[src/rtl/tin_pkg.sv]
package tin_pkg;

    typedef enum logic [1:0] {
        SEL_FALL = 2'b00,
        SEL_RISE = 2'b01,
        SEL_BOTH = 2'b10,
        SEL_NONE = 2'b11
    } edge_sel_e;

    typedef enum logic {
        MODE_COUNT   = 1'b0,
        MODE_CAPTURE = 1'b1
    } smp_mode_e;

    typedef struct packed {
        logic rise;
        logic fall;
    } edge_ev_t;

    function automatic edge_ev_t level_change(input logic prev, input logic now);
        edge_ev_t ev;
        ev.rise = !prev && now;
        ev.fall = prev && !now;
        return ev;
    endfunction

    function automatic logic edge_accept(input edge_sel_e sel, input edge_ev_t ev);
        logic hit;
        unique case (sel)
            SEL_FALL: hit = ev.fall;
            SEL_RISE: hit = ev.rise;
            SEL_BOTH: hit = ev.rise || ev.fall;
            default:  hit = 1'b0;
        endcase
        return hit;
    endfunction

endpackage

[src/rtl/tin_sync.sv]
module tin_sync #(
    parameter int STAGES = 2
) (
    input  logic clk,
    input  logic rst,
    input  logic d_i,
    output logic q_o
);
    logic [STAGES-1:0] chain;

    generate
        if (STAGES == 1) begin : g_single
            always_ff @(posedge clk) begin
                if (rst) chain <= '0;
                else     chain <= d_i;
            end
        end else begin : g_multi
            always_ff @(posedge clk) begin
                if (rst) chain <= '0;
                else     chain <= {chain[STAGES-2:0], d_i};
            end
        end
    endgenerate

    assign q_o = chain[STAGES-1];
endmodule

[src/rtl/tin_filter.sv]
module tin_filter
    import tin_pkg::*;
#(
    parameter int CONFIRM = 2
) (
    input  logic      clk,
    input  logic      rst,
    input  logic      run_i,
    input  smp_mode_e mode_i,
    input  logic      strobe_i,
    input  logic      d_i,
    output logic      level_o
);
    logic               samp_en;
    logic [CONFIRM-1:0] hist;
    logic [CONFIRM-1:0] hist_nx;

    assign samp_en = run_i && ((mode_i == MODE_COUNT) || strobe_i);

    always_comb begin
        hist_nx[0] = d_i;
        for (int i = 1; i < CONFIRM; i++) begin
            hist_nx[i] = hist[i-1];
        end
    end

    always_ff @(posedge clk) begin
        if (rst) begin
            hist    <= '0;
            level_o <= 1'b0;
        end else if (samp_en) begin
            hist <= hist_nx;
            if (&hist_nx)       level_o <= 1'b1;
            else if (~|hist_nx) level_o <= 1'b0;
        end
    end

    // the accepted level moves only on a sampling clock
    p_level_on_sample_r6: assert property (@(posedge clk) disable iff (rst)
        !$stable(level_o) |-> $past(samp_en));

    // a rise is accepted only when the newest sample is high
    p_rise_confirmed_r5: assert property (@(posedge clk) disable iff (rst)
        $rose(level_o) |-> $past(d_i));

    // a fall is accepted only when the newest sample is low
    p_fall_confirmed_r5: assert property (@(posedge clk) disable iff (rst)
        $fell(level_o) |-> !$past(d_i));
endmodule

[src/rtl/tin_ref.sv]
module tin_ref
    import tin_pkg::*;
(
    input  logic      clk,
    input  logic      rst,
    input  logic      run_i,
    input  edge_sel_e sel_i,
    input  logic      level_i,
    output logic      edge_o
);
    logic     ref_q;
    edge_ev_t ev;

    assign ev     = level_change(ref_q, level_i);
    assign edge_o = run_i && edge_accept(sel_i, ev);

    always_ff @(posedge clk) begin
        if (rst)        ref_q <= 1'b0;
        else if (run_i) ref_q <= level_i;
    end

    // the reference is frozen while stopped
    p_ref_frozen_r7: assert property (@(posedge clk) disable iff (rst)
        !run_i |=> $stable(ref_q));

    // never two pulses back to back
    p_single_pulse_r4: assert property (@(posedge clk) disable iff (rst)
        edge_o |=> !edge_o);

    // after any pulse the reference agrees with the accepted level
    p_ref_follows_r11: assert property (@(posedge clk) disable iff (rst)
        edge_o |=> (ref_q == $past(level_i)));
endmodule

[src/rtl/tin_edge_detect.sv]
module tin_edge_detect
    import tin_pkg::*;
#(
    parameter int SYNC_STAGES = 2,
    parameter int CONFIRM     = 2
) (
    input  logic       clk,
    input  logic       rst,
    input  logic       run_i,
    input  logic       pin_i,
    input  logic [1:0] edge_sel_i,
    input  logic       capture_mode_i,
    input  logic       smp_strobe_i,
    output logic       edge_o
);
    logic      pin_sync;
    logic      level;
    edge_sel_e sel;
    smp_mode_e mode;

    assign sel  = edge_sel_e'(edge_sel_i);
    assign mode = smp_mode_e'(capture_mode_i);

    tin_sync #(.STAGES(SYNC_STAGES)) u_sync (
        .clk (clk),
        .rst (rst),
        .d_i (pin_i),
        .q_o (pin_sync)
    );

    tin_filter #(.CONFIRM(CONFIRM)) u_filter (
        .clk      (clk),
        .rst      (rst),
        .run_i    (run_i),
        .mode_i   (mode),
        .strobe_i (smp_strobe_i),
        .d_i      (pin_sync),
        .level_o  (level)
    );

    tin_ref u_ref (
        .clk     (clk),
        .rst     (rst),
        .run_i   (run_i),
        .sel_i   (sel),
        .level_i (level),
        .edge_o  (edge_o)
    );

    // no pulse while stopped
    p_quiet_stopped_r7: assert property (@(posedge clk) disable iff (rst)
        !run_i |-> !edge_o);

    // code 2'b11 never reports
    p_none_quiet_r2: assert property (@(posedge clk) disable iff (rst)
        (edge_sel_i == 2'b11) |-> !edge_o);
endmodule

[config.mk]
export PLATFORM = sky130hd
export DESIGN_NAME = tin_edge_detect
export DESIGN_NICKNAME = d
export VERILOG_FILES = /design/src/rtl/tin_pkg.sv /design/src/rtl/tin_sync.sv /design/src/rtl/tin_filter.sv /design/src/rtl/tin_ref.sv /design/src/rtl/tin_edge_detect.sv
export SDC_FILE = /design/constraint.sdc
export NUM_CORES = 1
export LEC_CHECK = 0
export BUFFER_PORTS_ARGS = -buffer_cell sky130_fd_sc_hd__clkbuf_2
export CAP_MARGIN = 5
export CORE_AREA = 8 8 45 47
export DETAILED_ROUTE_END_ITERATION = 8
export DIE_AREA = 0 0 53 55
export SETUP_SLACK_MARGIN = 0.05
export SLEW_MARGIN = 20
export SYNTH_ARGS = -nofsm -noshare
export SYNTH_HDL_FRONTEND = slang
export SYNTH_SLANG_ARGS = --single-unit
[constraint.sdc]
create_clock -name clk -period 1.9 [get_ports clk]
set_input_delay 0.19 -clock clk [delete_from_list [all_inputs] [get_ports clk]]
set_output_delay 0.19 -clock clk [all_outputs]
set_load 0.1 [all_outputs]
==> results.toml <==
[job]
maxCapViolations = 0

[clock_network]
cts_tree = "done"
htree_levels = 1
clk_pin_slew_ps = 40
cts_buffer_depth = 2
post_cts_buffers = 0
clk_root_buffer_cell = "clkbuf_4"
clock_latency_ps = 230
cts_sinks = 5
cts-buffers-inserted = 3
ctsHoldBuffers = 0

[sta]
skew_ps = 1.24
drv_slew = 0
fmax_mhz = 570
worst_pin_slew_ps = 280
slew-limit-headroom_pct = 81.5
timing.final.crit_share_pct = 92.4
setup_slack_ps = 144
rsz0062_at_grt = "false"
tns_ps = 0
finalSetupViolations = 0
hold_violations = 0
period_minus_slack_ps = 1760

[floorplanning]
die_area_um2 = 2920
die_x_um = 53
core_region_area_um2 = 1380
top_level_ports = 9
start_util_pct = 20.4
rows = 14
die_height_um = 55

[power]
peakVddDrop_uv = 338
leakage_nw = 0.172
power_density_nw_per_um2 = 693

[synthesis]
synth_top_cell_area_share_pct = 35.4
syn_nets = 40
syn_area_um2 = 283
synthCells = 29
ys_top_cells_by_area = "dfxtp_1 35%, ha_1 13%, nor2b_4 9.7%, nor2b_1 8.8%, inv_1 6.6%"
synth_cell_types = 14
ys_seq_area_share_pct = 35.4
synth_largest_area_cell = "dfxtp_1"
synth_warnings = 0
ys_ff_latch = 5
syn_area_per_cell_um2 = 9.75

[detailed_routing]
drt-total-wl_um = 476
dr.pass1.iters = 2
vias_per_cell = 3.93
drtIter0Drc = 3
vias = 224
ant_nets = 0
drt-wirelength-per-cell_um = 8.35
drc = 0

[finish]
finalNetCount = 53
final_cell_mix = "7 x clkbuf_2, 5 x inv_1, 5 x dfxtp_1, 4 x nor2b_1"
area_growth_pct = 31.4
final_common_cell = "clkbuf_2"
fillers = 150
antenna_cells = 0
drive_gt1_share_pct = 34.1

[worst_setup_path]
cp.required_ps = 1710
crit_path_start = "u_filter.level_o$_SDFFE_PP0P_"
rr_endpoint = "u_filter.level_o$_SDFFE_PP0P_"
r2r_start = "u_sync.chain[1]$_SDFF_PP0_"
setup.worst_path.end = "edge_o"
crit_path_cell_trace = "inv_1 > ha_1 > nor2b_4 > o311a_1 > buf_4"
critPathArrivalTime_ps = 1570
critPathMaxStageDelay_ps = 360
worst-path-max-fanout = 4
path_class = "register to primary output"
r2r_cells = 4
critPathLaunchType = "register"
slowest_stage = "dfxtp_1"
end_kind = "primary output"
reg2reg_slack_ps = 800

[placement]
portBuffers = 8
pre_cts_ws_ps = 261
globalplace.congestion = 0.656
dp_hpwl_um = 396

[grt]
grt_pass1_wl_um = 745
grt_use_total_pct = 3.45
grt_overflow_total = 0
antenna_found_initial = 0
grt_pass1_vias = 212
grt_max_degree = 7

[worst_hold_path]
hold_path_class = "input pin to register"

[outcome]
status = "completed"
## registers in the layout (all words and copies together) (netlist names)
name,flops
u_filter.hist,1
u_sync.chain,2
u_filter.level_o,1
u_ref.ref_q,1
## final cells by class
| class | count | area (µm²) | share of cell area, % |
|---|---|---|---|
| Multi-Input combinational cell | 19 | 164 | 44.1 |
| Clock buffer | 4 | 26.3 | 7.07 |
| Sequential cell | 5 | 100 | 26.9 |
| Tap cell | 16 | 20.0 | 5.39 |
| Timing Repair Buffer | 8 | 42.5 | 11.4 |
| Inverter | 5 | 18.8 | 5.05 |
## synth_stat cells
cell,instances
inv_1,5
nand2b_1,1
o21ai_0,1
ha_1,3
nor2b_1,4
o41ai_2,1
dfxtp_1,5
mux2i_1,1
nor2_1,1
a21oi_1,1
o21ai_1,2
nand3b_1,1
nor2b_4,2
o311a_1,1
## worst min path at each step
stage	depth (start not counted)	slack, ps	endpoint	startpoint
after CTS	2	160	u_sync.chain[0]$_SDFF_PP0_	pin_i
after floorplan	1	260	u_filter.hist[0]$_SDFFE_PP0P_	rst
after detailed placement	2	410	u_sync.chain[0]$_SDFF_PP0_	pin_i
final	2	160	u_sync.chain[0]$_SDFF_PP0_	pin_i
after global routing	2	160	u_sync.chain[0]$_SDFF_PP0_	pin_i
after global placement	2	400	u_sync.chain[0]$_SDFF_PP0_	pin_i
## report_power, final
part | leakage, nW | total, W | internal (W) | switching (W)
Sequential | 0.0407 | 0.000109 | 0.000108 | 0.000000903
Combinational | 0.116 | 0.0000297 | 0.0000127 | 0.0000170
Clock | 0.0150 | 0.000119 | 0.0000792 | 0.0000400
Total | 0.172 | 0.000258 | 0.000200 | 0.0000579
## kinds of logic after synthesis
group           after synthesis  share of synthesized area, %
compound gates                6                          16.4
flops                         5                          35.4
mux                           1                          3.54
fa+ha+maj                     3                          13.3
simple gates                  9                          24.8
buf+inv                       5                          6.64
## per-layer routing
| layer | GRT usage [%] | vias up | routed length, µm |
|---|---|---|---|
| met5 | 0 | - | 0 |
| met4 | 3.88 | 0 | 0 |
| met3 | 1.34 | 0 | 34 |
| met2 | 5.27 | 4 | 248 |
| met1 | 3.35 | 100 | 193 |
| li1 | - | 120 | - |
## through the flow
stage / utilization (%) / area (µm²) / total power [W] / std cells / hold slack (ps)
6_report: 26.9 / 372 / 0.000258 / 57 / 164
2_1_floorplan: - / 283 / 0.000127 / 29 / 259
3_5_place_dp: 24.8 / 343 / 0.000140 / 53 / 410
3_3_place_gp: 24.8 / 343 / 0.000139 / 53 / 401
4_1_cts: 26.9 / 372 / 0.000264 / 57 / 159
5_1_grt: 26.9 / 372 / 0.000269 / 57 / 160
## repair_timing
item                       CTS  global route
gates cloned                 0             0
setup endpoints to repair    1             1
resized for setup            1             1
## worst max-delay path, delay by kind of cell, from the launching register on
kind	cells	cell delay, ps
AND/OR/NAND/NOR	1	40
buffers and inverters	2	290
AO/OA/AOI/OAI	1	320
flip-flops	1	360
adder cells (fa/ha/maj)	1	310
Power figures use the tool's default switching activity.
